$ cat src/rtl/win_fb_writer.sv
module win_fb_writer #(
  parameter int COL_BYTES = 64,
  parameter int ROWS      = 80,
  parameter int DW        = 8,
  localparam int CW = $clog2(COL_BYTES),
  localparam int RW = $clog2(ROWS),
  localparam int AW = $clog2(COL_BYTES * ROWS)
) (
  input  logic          clk,
  input  logic          rst_n,
  input  logic [DW-1:0] din,
  input  logic          din_valid,
  input  logic [CW-1:0] col_start_in,
  input  logic [CW-1:0] col_end_in,
  input  logic          col_load,
  input  logic [RW-1:0] row_start_in,
  input  logic [RW-1:0] row_end_in,
  input  logic          row_load,
  input  logic          vert_mode,
  input  logic          redraw_clr,
  output logic          wr_en,
  output logic [AW-1:0] wr_addr,
  output logic [DW-1:0] wr_data,
  output logic          redraw_pending
);

  logic [CW-1:0] col, col_lo, col_hi;
  logic [RW-1:0] row, row_lo, row_hi;
  logic [CW-1:0] col_n;
  logic [RW-1:0] row_n;

  wire [RW-1:0] row_lo_in = (row_start_in >= RW'(ROWS)) ? row_start_in - RW'(ROWS) : row_start_in;
  wire [RW-1:0] row_hi_in = (row_end_in   >= RW'(ROWS)) ? row_end_in   - RW'(ROWS) : row_end_in;

  wire accept = din_valid & ~col_load & ~row_load;

  wire [CW:0] col_inc  = {1'b0, col} + 1'b1;
  wire [RW:0] row_inc  = {1'b0, row} + 1'b1;
  wire        col_wrap = col_inc > {1'b0, col_hi};
  wire        row_wrap = row_inc > {1'b0, row_hi};
  wire [CW-1:0] col_step = col_wrap ? col_lo : col_inc[CW-1:0];
  wire [RW-1:0] row_step = row_wrap ? row_lo : row_inc[RW-1:0];

  wire [AW-1:0] cur_addr = AW'(row) * AW'(COL_BYTES) + AW'(col);

  always_comb begin
    if (vert_mode) begin
      row_n = row_step;
      col_n = row_wrap ? col_step : col;
    end else begin
      col_n = col_step;
      row_n = col_wrap ? row_step : row;
    end
  end

  always_ff @(posedge clk) begin
    if (!rst_n) begin
      col    <= '0;
      col_lo <= '0;
      col_hi <= CW'(COL_BYTES - 1);
      row    <= '0;
      row_lo <= '0;
      row_hi <= RW'(ROWS - 1);
    end else begin
      if (accept) begin
        col <= col_n;
        row <= row_n;
      end
      if (col_load) begin
        col    <= col_start_in;
        col_lo <= col_start_in;
        col_hi <= col_end_in;
      end
      if (row_load) begin
        row    <= row_lo_in;
        row_lo <= row_lo_in;
        row_hi <= row_hi_in;
      end
    end
  end

  always_ff @(posedge clk) begin
    if (!rst_n) begin
      wr_en          <= 1'b0;
      wr_addr        <= '0;
      wr_data        <= '0;
      redraw_pending <= 1'b0;
    end else begin
      wr_en <= accept;
      if (accept) begin
        wr_addr <= cur_addr;
        wr_data <= din;
      end
      if (accept)          redraw_pending <= 1'b1;
      else if (redraw_clr) redraw_pending <= 1'b0;
    end
  end

endmodule

$ cat config.mk
export PLATFORM = sky130hd
export DESIGN_NAME = win_fb_writer
export DESIGN_NICKNAME = d
export VERILOG_FILES = /design/src/rtl/win_fb_writer.sv
export SDC_FILE = /design/constraint.sdc
export NUM_CORES = 1
export LEC_CHECK = 0
export BUFFER_PORTS_ARGS = -buffer_cell sky130_fd_sc_hd__buf_4
export CAP_MARGIN = 20
export CORE_UTILIZATION = 55
export DETAILED_ROUTE_END_ITERATION = 16
export GPL_TIMING_DRIVEN = 1
export MAX_ROUTING_LAYER = met4
export PLACE_DENSITY = 0.8
export SLEW_MARGIN = 20
export SYNTH_ARGS = -nofsm -noshare
export SYNTH_HDL_FRONTEND = slang
export SYNTH_SLANG_ARGS = --single-unit
$ cat constraint.sdc
create_clock -name clk -period 3.4 [get_ports clk]
set_input_delay 0.34 -clock clk [delete_from_list [all_inputs] [get_ports clk]]
set_output_delay 0.34 -clock clk [all_outputs]
set_load 0.02 [all_outputs]
==> impl_summary.log, run 1 <==
[metrics] number of CTS-inserted buffers: 9
[metrics] count of different cell masters after synthesis: 53
[metrics] type of the tightest min-delay check: primary input to flip-flop
[metrics] R2R depth: 11
[metrics] clock transition at the registers of the reported paths: 0.07 ns
[metrics] instance area at placement: around 3700 um2
[metrics] worst path buffer plus inverter count: 0
[metrics] gr usage total: between 20% and 30%
[metrics] layout cells sized above 1: 22.0%
[metrics] headroom to the max-slew limit: between 60% and 70%
[metrics] initial core utilization: 57.5%
[metrics] sequential standard cell area: 1240 um2
[metrics] number of buffers added to fix hold violations after cts: 0
[metrics] Congestion Overflow GR: 0
[metrics] RSZ-0062 raised after global routing: false
[metrics] number of H-tree levels: 3
[metrics] final setup violation count: 0
[metrics] maximum fanout encountered on the critical timing path: 12
[metrics] number of cells in the design after placement: between 400 and 500
[metrics] critical path endpoint category: flip-flop
[metrics] die width: slightly below 80 um
[metrics] arrival time at the worst endpoint: ~3.4 ns
[metrics] Synthesized Nets: 431
[metrics] final wirelength: 7220 um
[metrics] critical path startpoint category: flip-flop
[metrics] boundary pin count: 64
[metrics] list of cells traversed by the critical path: ha_1 -> nand3_1 -> nor2_1 -> xor2_1 -> ha_1 -> nand3_1 -> nor2_2 -> a211oi_2 -> o32a_2 -> nand3_1 -> o32ai_1
[metrics] area growth from synthesis to layout: 22.5%
[metrics] Vert. Die Dim: 78.1 um
[metrics] measured slew at the worst slew-check pin: 0.573 ns
[metrics] Skew-Pair Late Insertion Delay: 0.35 ns
[metrics] drt first-iter violations: 126
[metrics] final net count: between 400 and 500
[metrics] largest net degree at the start of global routing: 68
[metrics] setup slack of the most critical reg-to-reg path: approximately 0.25 ns
[metrics] Top Family by Delay on Critical Path: compound AO/OA/AOI/OAI gates
[metrics] required arrival time at the worst endpoint: approximately 3.7 ns
[metrics] Total Power Consumption: 1.79 mW
[metrics] CP peak stage delay: approximately 0.47 ns
[metrics] number of sinks driven by the clock tree: 62
[metrics] worst setup path class: flip-flop to flip-flop
[metrics] count of inserted antenna diode cells: 0
[metrics] initial antenna violation count: 0
[metrics] final hold vios: 0
[metrics] max cap viols: 0
[metrics] number of register bits inferred by synthesis: 62
[metrics] xor-xnor portion of the synthesized cell area: 2.47%
[metrics] number of cells produced by synthesis: 371
[metrics] total of fill cells in the finished design: 466
[metrics] Post-DP HPWL: 4940 um
[metrics] via count of the first global-routing pass: between 2000 and 3000
[metrics] final setup skew: 0.00723 ns
[metrics] portion of the clock cycle consumed by the worst path in the final layout: ~93%
[metrics] wire length per cell: between 10 and 15 um
[metrics] post-synthesis compound-gate area fraction: 21.4%
[metrics] average vias per placed instance: 5.61
[metrics] mux cell area share after synthesis: 3.22%
[metrics] status: finished clean
[metrics] number of max-slew violations in the final report: 0
[metrics] number of gates resized after cts: 0
[metrics] adder and majority cell fraction of the synthesized area: roughly 7.5%
[metrics] reported leakage power: 1.73 nW
[metrics] # DRC: 0
[metrics] wire length of the first global-routing pass: around 12000 um
[metrics] standard cell with the maximum stage delay on the critical path: dfxtp_1
[metrics] Worst IR Drop VDD: 0.279 mV
[metrics] Avg Synthesized Cell Area: 8.59 um2
[metrics] time the worst path needs with I/O delays and setup: 3.15 ns
[metrics] vias after detailed routing: approximately 2800
[metrics] maximum clock frequency: 318 MHz
[metrics] TNS Setup: 0 ns
[metrics] Layout Cell Area excl Fill: 3900 um2
[metrics] last weighted congestion value of the routability-driven placer: 0.950
[metrics] Post-DRT Antenna Nets: 0
[metrics] area of the die: 6100 um2
[metrics] main combinational cell family by area after synthesis: compound AO/OA/AOI/OAI gates
[metrics] DRT Pass-1 Iters: 5
[metrics] post-synth design cell area: 3190 um2
[metrics] root buffer selected by CTS: clkbuf_8
[metrics] area fraction in and, or, nand and nor cells after synthesis: 21.3%
[metrics] area of the multi-input gates: around 1800 um2
[metrics] CP dominant cell by count: nand3_1
[metrics] floorplan core area: between 5000 and 6000 um2
[metrics] count of synthesis-stage warnings from yosys: 0
[metrics] clock tree from TritonCTS: yes
[metrics] Port Buf Inserts: 63
[metrics] sequential fraction of the synthesis area: approximately 39%
[metrics] Max clock buf depth: 2
[metrics] critical path depth: 11
[metrics] Site Rows: 27
[metrics] Post-CTS Setup Inserts: 0
[metrics] Power per Cell Area: 459 nW/um2
[metrics] number of instances on the worst hold path: 3
[metrics] Post-Layout Cell Count: 504
-- registers in the layout (all words and copies together) (netlist names) --
signal	count
row_hi	7
col_hi	6
wr_data	8
col_lo	6
wr_en	1
wr_addr	13
row	7
redraw_pending	1
row_lo	7
col	6
-- worst min-delay path: cells and delay by family --
kind / cells / cell delay, ns
buf+inv: 1 / 0.07
mux: 1 / 0.05
simple gates: 1 / 0.05
-- layout by cell type (no fill, tap or decap), types with 3 or more instances in the layout --
cell,synthesis,routed
nand2_1,72,72
nor3b_1,3,3
clkinvlp_4,0,3
a41oi_1,3,3
dfxtp_1,62,62
a21boi_0,30,30
nor2_1,6,6
nand3_1,14,14
o21ai_1,3,3
nand2b_1,10,10
nor3_1,3,3
o31ai_1,3,3
nor2b_1,6,6
and2_1,3,3
o211ai_1,14,14
inv_1,21,21
buf_4,0,65
xor2_1,3,3
a31oi_1,5,5
mux2i_1,8,8
a21oi_1,9,9
clkbuf_8,0,10
nand3b_1,4,4
o211a_1,5,5
or2_2,4,4
ha_1,19,19
xnor2_1,6,6
-- metrics by stage --
| step | worst slack [ns] | utilization, % | hold slack [ns] |
|---|---|---|---|
| 2_1_floorplan | 0.937 | - | 0.446 |
| 3_5_place_dp | 0.415 | 66.4 | 0.460 |
| 6_report | 0.251 | 70.5 | 0.210 |
| 3_3_place_gp | 0.484 | 66.4 | 0.452 |
| 4_1_cts | 0.289 | 70.5 | 0.198 |
| 5_1_grt | 0.0233 | 70.5 | 0.218 |
-- final timing paths --
check	from	endpoint
worst max-delay path	row[0]	col[1]
worst min-delay path	col_end_in[0]	col_hi[0]
worst max register to register	row[0]	col[1]
worst min register to register	wr_addr[9]	wr_addr[9]
-- area by class of cell --
type	count	share of cell area (%)
clock inverter	5	2.12
sequential	62	31.8
multi-input combinational	268	45.6
inverter	21	2.02
timing repair buffer	65	12.5
clock buffer	11	3.62
tap	72	2.31
-- synthesized netlist by cell type (all sizes together) --
cell / count / area, um2
clkbuf: 13 / 48.8
o211a: 5 / 50.1
a21boi: 30 / 225
o32a: 1 / 11.3
buf: 7 / 36.3
o32ai: 2 / 17.5
a211o: 1 / 8.76
mux2i: 8 / 80.1
a31oi: 5 / 31.3
xnor2: 6 / 52.6
dfxtp: 62 / 1240
nand3b: 4 / 30.0
nand2b: 10 / 62.6
ha: 19 / 238
or2: 6 / 37.5
nand4: 1 / 6.26
nor3b: 3 / 22.5
nor3: 3 / 15.0
nand3: 15 / 80.1
a21oi: 10 / 53.8
mux2: 2 / 22.5
nand2: 72 / 270
a41oi: 3 / 26.3
and3: 2 / 12.5
inv: 21 / 78.8
o211ai: 14 / 105
o21bai: 2 / 15.0
a211oi: 2 / 20.0
a41o: 1 / 10.0
nor2: 8 / 35.0
o31a: 2 / 17.5
o31ai: 3 / 22.5
and3b: 1 / 8.76
o221ai: 2 / 17.5
nor4: 2 / 12.5
xor2: 3 / 26.3
o21ai: 5 / 25.0
or3b: 2 / 17.5
a21o: 1 / 7.51
nor2b: 6 / 37.5
and2: 3 / 18.8
o22ai: 2 / 18.8
and4bb: 1 / 12.5
-- metal layers --
layer / part of all wire, % / vias to the layer above / routed length [um] / global-route usage, %
met5: 0 / - / 0 / -
met4: 2.8 / 0 / 205 / 14.3
met3: 5.5 / 23 / 398 / 5.70
met2: 49 / 100 / 3570 / 44.3
met1: 42 / 1294 / 3050 / 28.4
li1: - / 1408 / - / -
-- logic make-up (layout without fill, tap and decap cells) --
kind of cell / after synthesis / in the layout
AOI/OAI and AO/OA: 91 / 91
xor gates and xnor gates: 9 / 9
buffers and inverters: 41 / 102
and+or+nand+nor: 139 / 139
DFF: 62 / 62
muxes: 10 / 10
adders and majority gates: 19 / 19
-- where the power goes --
part | total, mW | switching [mW] | leakage [nW] | internal (mW)
sequential | 0.798 | 0.0324 | 0.509 | 0.766
combinational | 0.268 | 0.143 | 1.12 | 0.124
clock | 0.727 | 0.294 | 0.102 | 0.433
(Power assumes the default switching activity.)
==> run 2: changes to the inputs <==
CORE_MARGIN = 1.5   (was unset)
==> run 2 against run 1 <==
Effect of this change: non-clock buffer count did not move; global-route usage fell by 1.5 points; die area rose by 2.6%; clock-buffer cell count rose by 1; largest cell class unchanged; clock skew fell by 0.0012 ns; worst hold slack improved by 0.0025 ns; via count fell by 1.5%; design area barely moved; worst setup slack improved by 0.24 ns; first-iteration DRC count fell by 17%; critical path depth did not move; largest power group unchanged.
==> impl_summary.log, run 2 (same netlist as run 1, synthesis figures left out) <==
[metrics] status: finished clean
[metrics] arrival time at the worst endpoint: 3.16 ns (-0.25 ns)
[metrics] leading cell type in the layout, fill and taps excluded: nand2_1
[metrics] number of H-tree levels: 3 (unchanged)
[metrics] Congestion Overflow GR: 0 (unchanged)
[metrics] worst path buffer plus inverter count: 0 (unchanged)
[metrics] floorplan core area: 5540 um2 (unchanged)
[metrics] drt first-iter violations: 104 (-17%)
[metrics] time the worst path needs with I/O delays and setup: 2.91 ns (-0.244 ns)
[metrics] area of the die: 6260 um2 (+2.6%)
[metrics] area of the multi-input gates: 1780 um2 (unchanged)
[metrics] Largest Register: wr_addr
[metrics] maximum fanout encountered on the critical timing path: 12 (unchanged)
[metrics] commonest cells after routing, fill and taps aside: nand2_1, buf_4, dfxtp_1, a21boi_0, inv_1
[metrics] number of CTS-inserted buffers: 9 (unchanged)
[metrics] fin worst setup slack: 0.495 ns (+0.244 ns)
[metrics] Worst IR Drop VDD: 0.298 mV (+6.9%)
[metrics] clock transition at the registers of the reported paths: 0.07 ns (about the same)
[metrics] largest net degree at the start of global routing: 68 (unchanged)
[metrics] vias after detailed routing: 2783 (-1.5%)
[metrics] area growth from synthesis to layout: 22.5% (about the same)
[metrics] final setup skew: 0.00598 ns (-0.00125 ns)
[metrics] required arrival time at the worst endpoint: 3.65 ns (about the same)
[metrics] Largest register FFs: 13 (unchanged)
[metrics] Post-CTS Setup Inserts: 0 (unchanged)
[metrics] number of sinks driven by the clock tree: 62 (unchanged)
[metrics] Site Rows: 27 (unchanged)
[metrics] Endpoint, Worst Hold: col_hi[5]
[metrics] Top Family by Delay on Critical Path: compound AO/OA/AOI/OAI gates
[metrics] number of instances on the worst hold path: 3 (unchanged)
[metrics] startpoint of the most critical hold path: col_end_in[5]
[metrics] reg-to-reg critical path endpoint: col[0]
[metrics] reported leakage power: 1.73 nW (+0.40%)
[metrics] list of cells traversed by the critical path: ha_1 -> nand3_1 -> nor2_1 -> xor2_1 -> ha_1 -> nand3_1 -> nor2_2 -> a211oi_2 -> o32a_2 -> nand3_1 -> o32ai_1
[metrics] measured slew at the worst slew-check pin: 0.566 ns (-0.00666 ns)
[metrics] boundary pin count: 64 (unchanged)
[metrics] number of gates resized after cts: 0 (unchanged)
[metrics] Port Buf Inserts: 63 (unchanged)
[metrics] initial antenna violation count: 0 (unchanged)
[metrics] setup slack of the most critical reg-to-reg path: 0.49 ns (+0.24 ns)
[metrics] final wirelength: 7060 um (-2.3%)
[metrics] type of the tightest min-delay check: primary input to flip-flop
[metrics] portion of the clock cycle consumed by the worst path in the final layout: 85.5% (-7.2 points)
[metrics] top flop regs: wr_addr: 13 flops, wr_data: 8 flops
[metrics] # DRC: 0 (unchanged)
[metrics] headroom to the max-slew limit: 62.3% (+0.44 points)
[metrics] wire length per cell: 14.0 um (-2.1%)
[metrics] final net count: 487 (unchanged)
[metrics] number of buffers added to fix hold violations after cts: 0 (unchanged)
[metrics] count of inserted antenna diode cells: 0 (unchanged)
[metrics] number of cells in the design after placement: 488 (unchanged)
[metrics] TNS Setup: 0 ns (unchanged)
[metrics] maximum clock frequency: 344 MHz (+8.4%)
[metrics] sequential standard cell area: 1240 um2 (unchanged)
[metrics] CP dominant cell by count: nand3_1
[metrics] Power per Cell Area: 460 nW/um2 (about the same)
[metrics] Fin Hold WS: 0.212 ns (+0.00248 ns)
[metrics] worst setup timing slack at the placement stage: 0.503 ns (+0.0880 ns)
[metrics] Max clock buf depth: 2 (unchanged)
[metrics] root buffer selected by CTS: clkbuf_8
[metrics] Post-Layout Cell Count: 503 (-0.20%)
[metrics] RSZ-0062 raised after global routing: false
[metrics] final setup violation count: 0 (unchanged)
[metrics] gr usage total: 24.6% (-1.5 points)
[metrics] reg2reg start: row[0]
[metrics] worst setup path class: flip-flop to flip-flop
[metrics] Total Power Consumption: 1.79 mW (about the same)
[metrics] Vert. Die Dim: 79.1 um (+1.3%)
[metrics] critical path endpoint category: flip-flop
[metrics] wire length of the first global-routing pass: 11800 um (-2.3%)
[metrics] DRT Pass-1 Iters: 4 (-1)
[metrics] Skew-Pair Late Insertion Delay: 0.34 ns (about the same)
[metrics] CP peak stage delay: 0.45 ns (-0.02 ns)
[metrics] via count of the first global-routing pass: 2681 (-2.2%)
[metrics] clock tree from TritonCTS: yes
[metrics] total of fill cells in the finished design: 474 (+1.7%)
[metrics] last weighted congestion value of the routability-driven placer: 0.941 (-1.0%)
[metrics] critical path startpoint category: flip-flop
[metrics] initial core utilization: 57.5% (unchanged)
[metrics] Post-DP HPWL: 5010 um (+1.4%)
[metrics] layout cells sized above 1: 21.8% (-0.18 points)
[metrics] average vias per placed instance: 5.53 (-1.3%)
[metrics] Post-DRT Antenna Nets: 0 (unchanged)
[metrics] max cap viols: 0 (unchanged)
[metrics] die width: 79.1 um (+1.3%)
[metrics] final hold vios: 0 (unchanged)
[metrics] number of max-slew violations in the final report: 0 (unchanged)
[metrics] standard cell with the maximum stage delay on the critical path: dfxtp_1
[metrics] R2R depth: 11 (unchanged)
==> run 2: cell count changes in the layout (fill, tap and decap cells not counted) <==
cell / change
clkinvlp_4: -2
clkbuf_8: +1
==> run 2: power breakdown <==
group          switching (mW)  internal [mW]  total, mW  leakage [nW]
Combinational           0.141          0.125      0.266          1.12
Clock                   0.281          0.449      0.730         0.109
Sequential             0.0321          0.766      0.798         0.509
Total                   0.454           1.34       1.79          1.73
==> run 2: final cells by class <==
class,instances,area share [%]
Clock buffer,12,3.98
Clock inverter,3,1.73
Inverter,21,2.02
Multi-Input combinational cell,268,45.7
Sequential cell,62,31.8
Tap cell,72,2.31
Timing Repair Buffer,65,12.5
==> run 2: tightest hold or removal path: cells and delay by family <==
kind            cells  cell delay (ns)
compound gates      1             0.06
simple gates        1             0.04
buf+inv             1             0.08
==> run 2: worst max path at each step <==
stage | from | endpoint | depth (start not counted)
after floorplan | row[0] | col[4] | 12
after global placement | row[0] | col[0] | 11
after detailed placement | row[0] | col[0] | 11
after CTS | row[0] | col[0] | 11
after global routing | row[0] | col[0] | 11
final | row[0] | col[0] | 11
==> run 2: metal layers <==
layer | global-route usage (%) | vias to the layer above | wire [um]
met4 | 12.1 | 0 | 153
met5 | - | - | 0
met2 | 40.8 | 74 | 3410
li1 | - | 1408 | -
met3 | 5.75 | 16 | 355
met1 | 27.9 | 1285 | 3150
==> run 2: through the flow <==
step	utilization [%]	cell area [um2]
floorplan	-	3190
global placement	66.4	3680
detailed placement	66.4	3680
CTS	70.4	3900
global route	70.4	3900
finish	70.4	3900
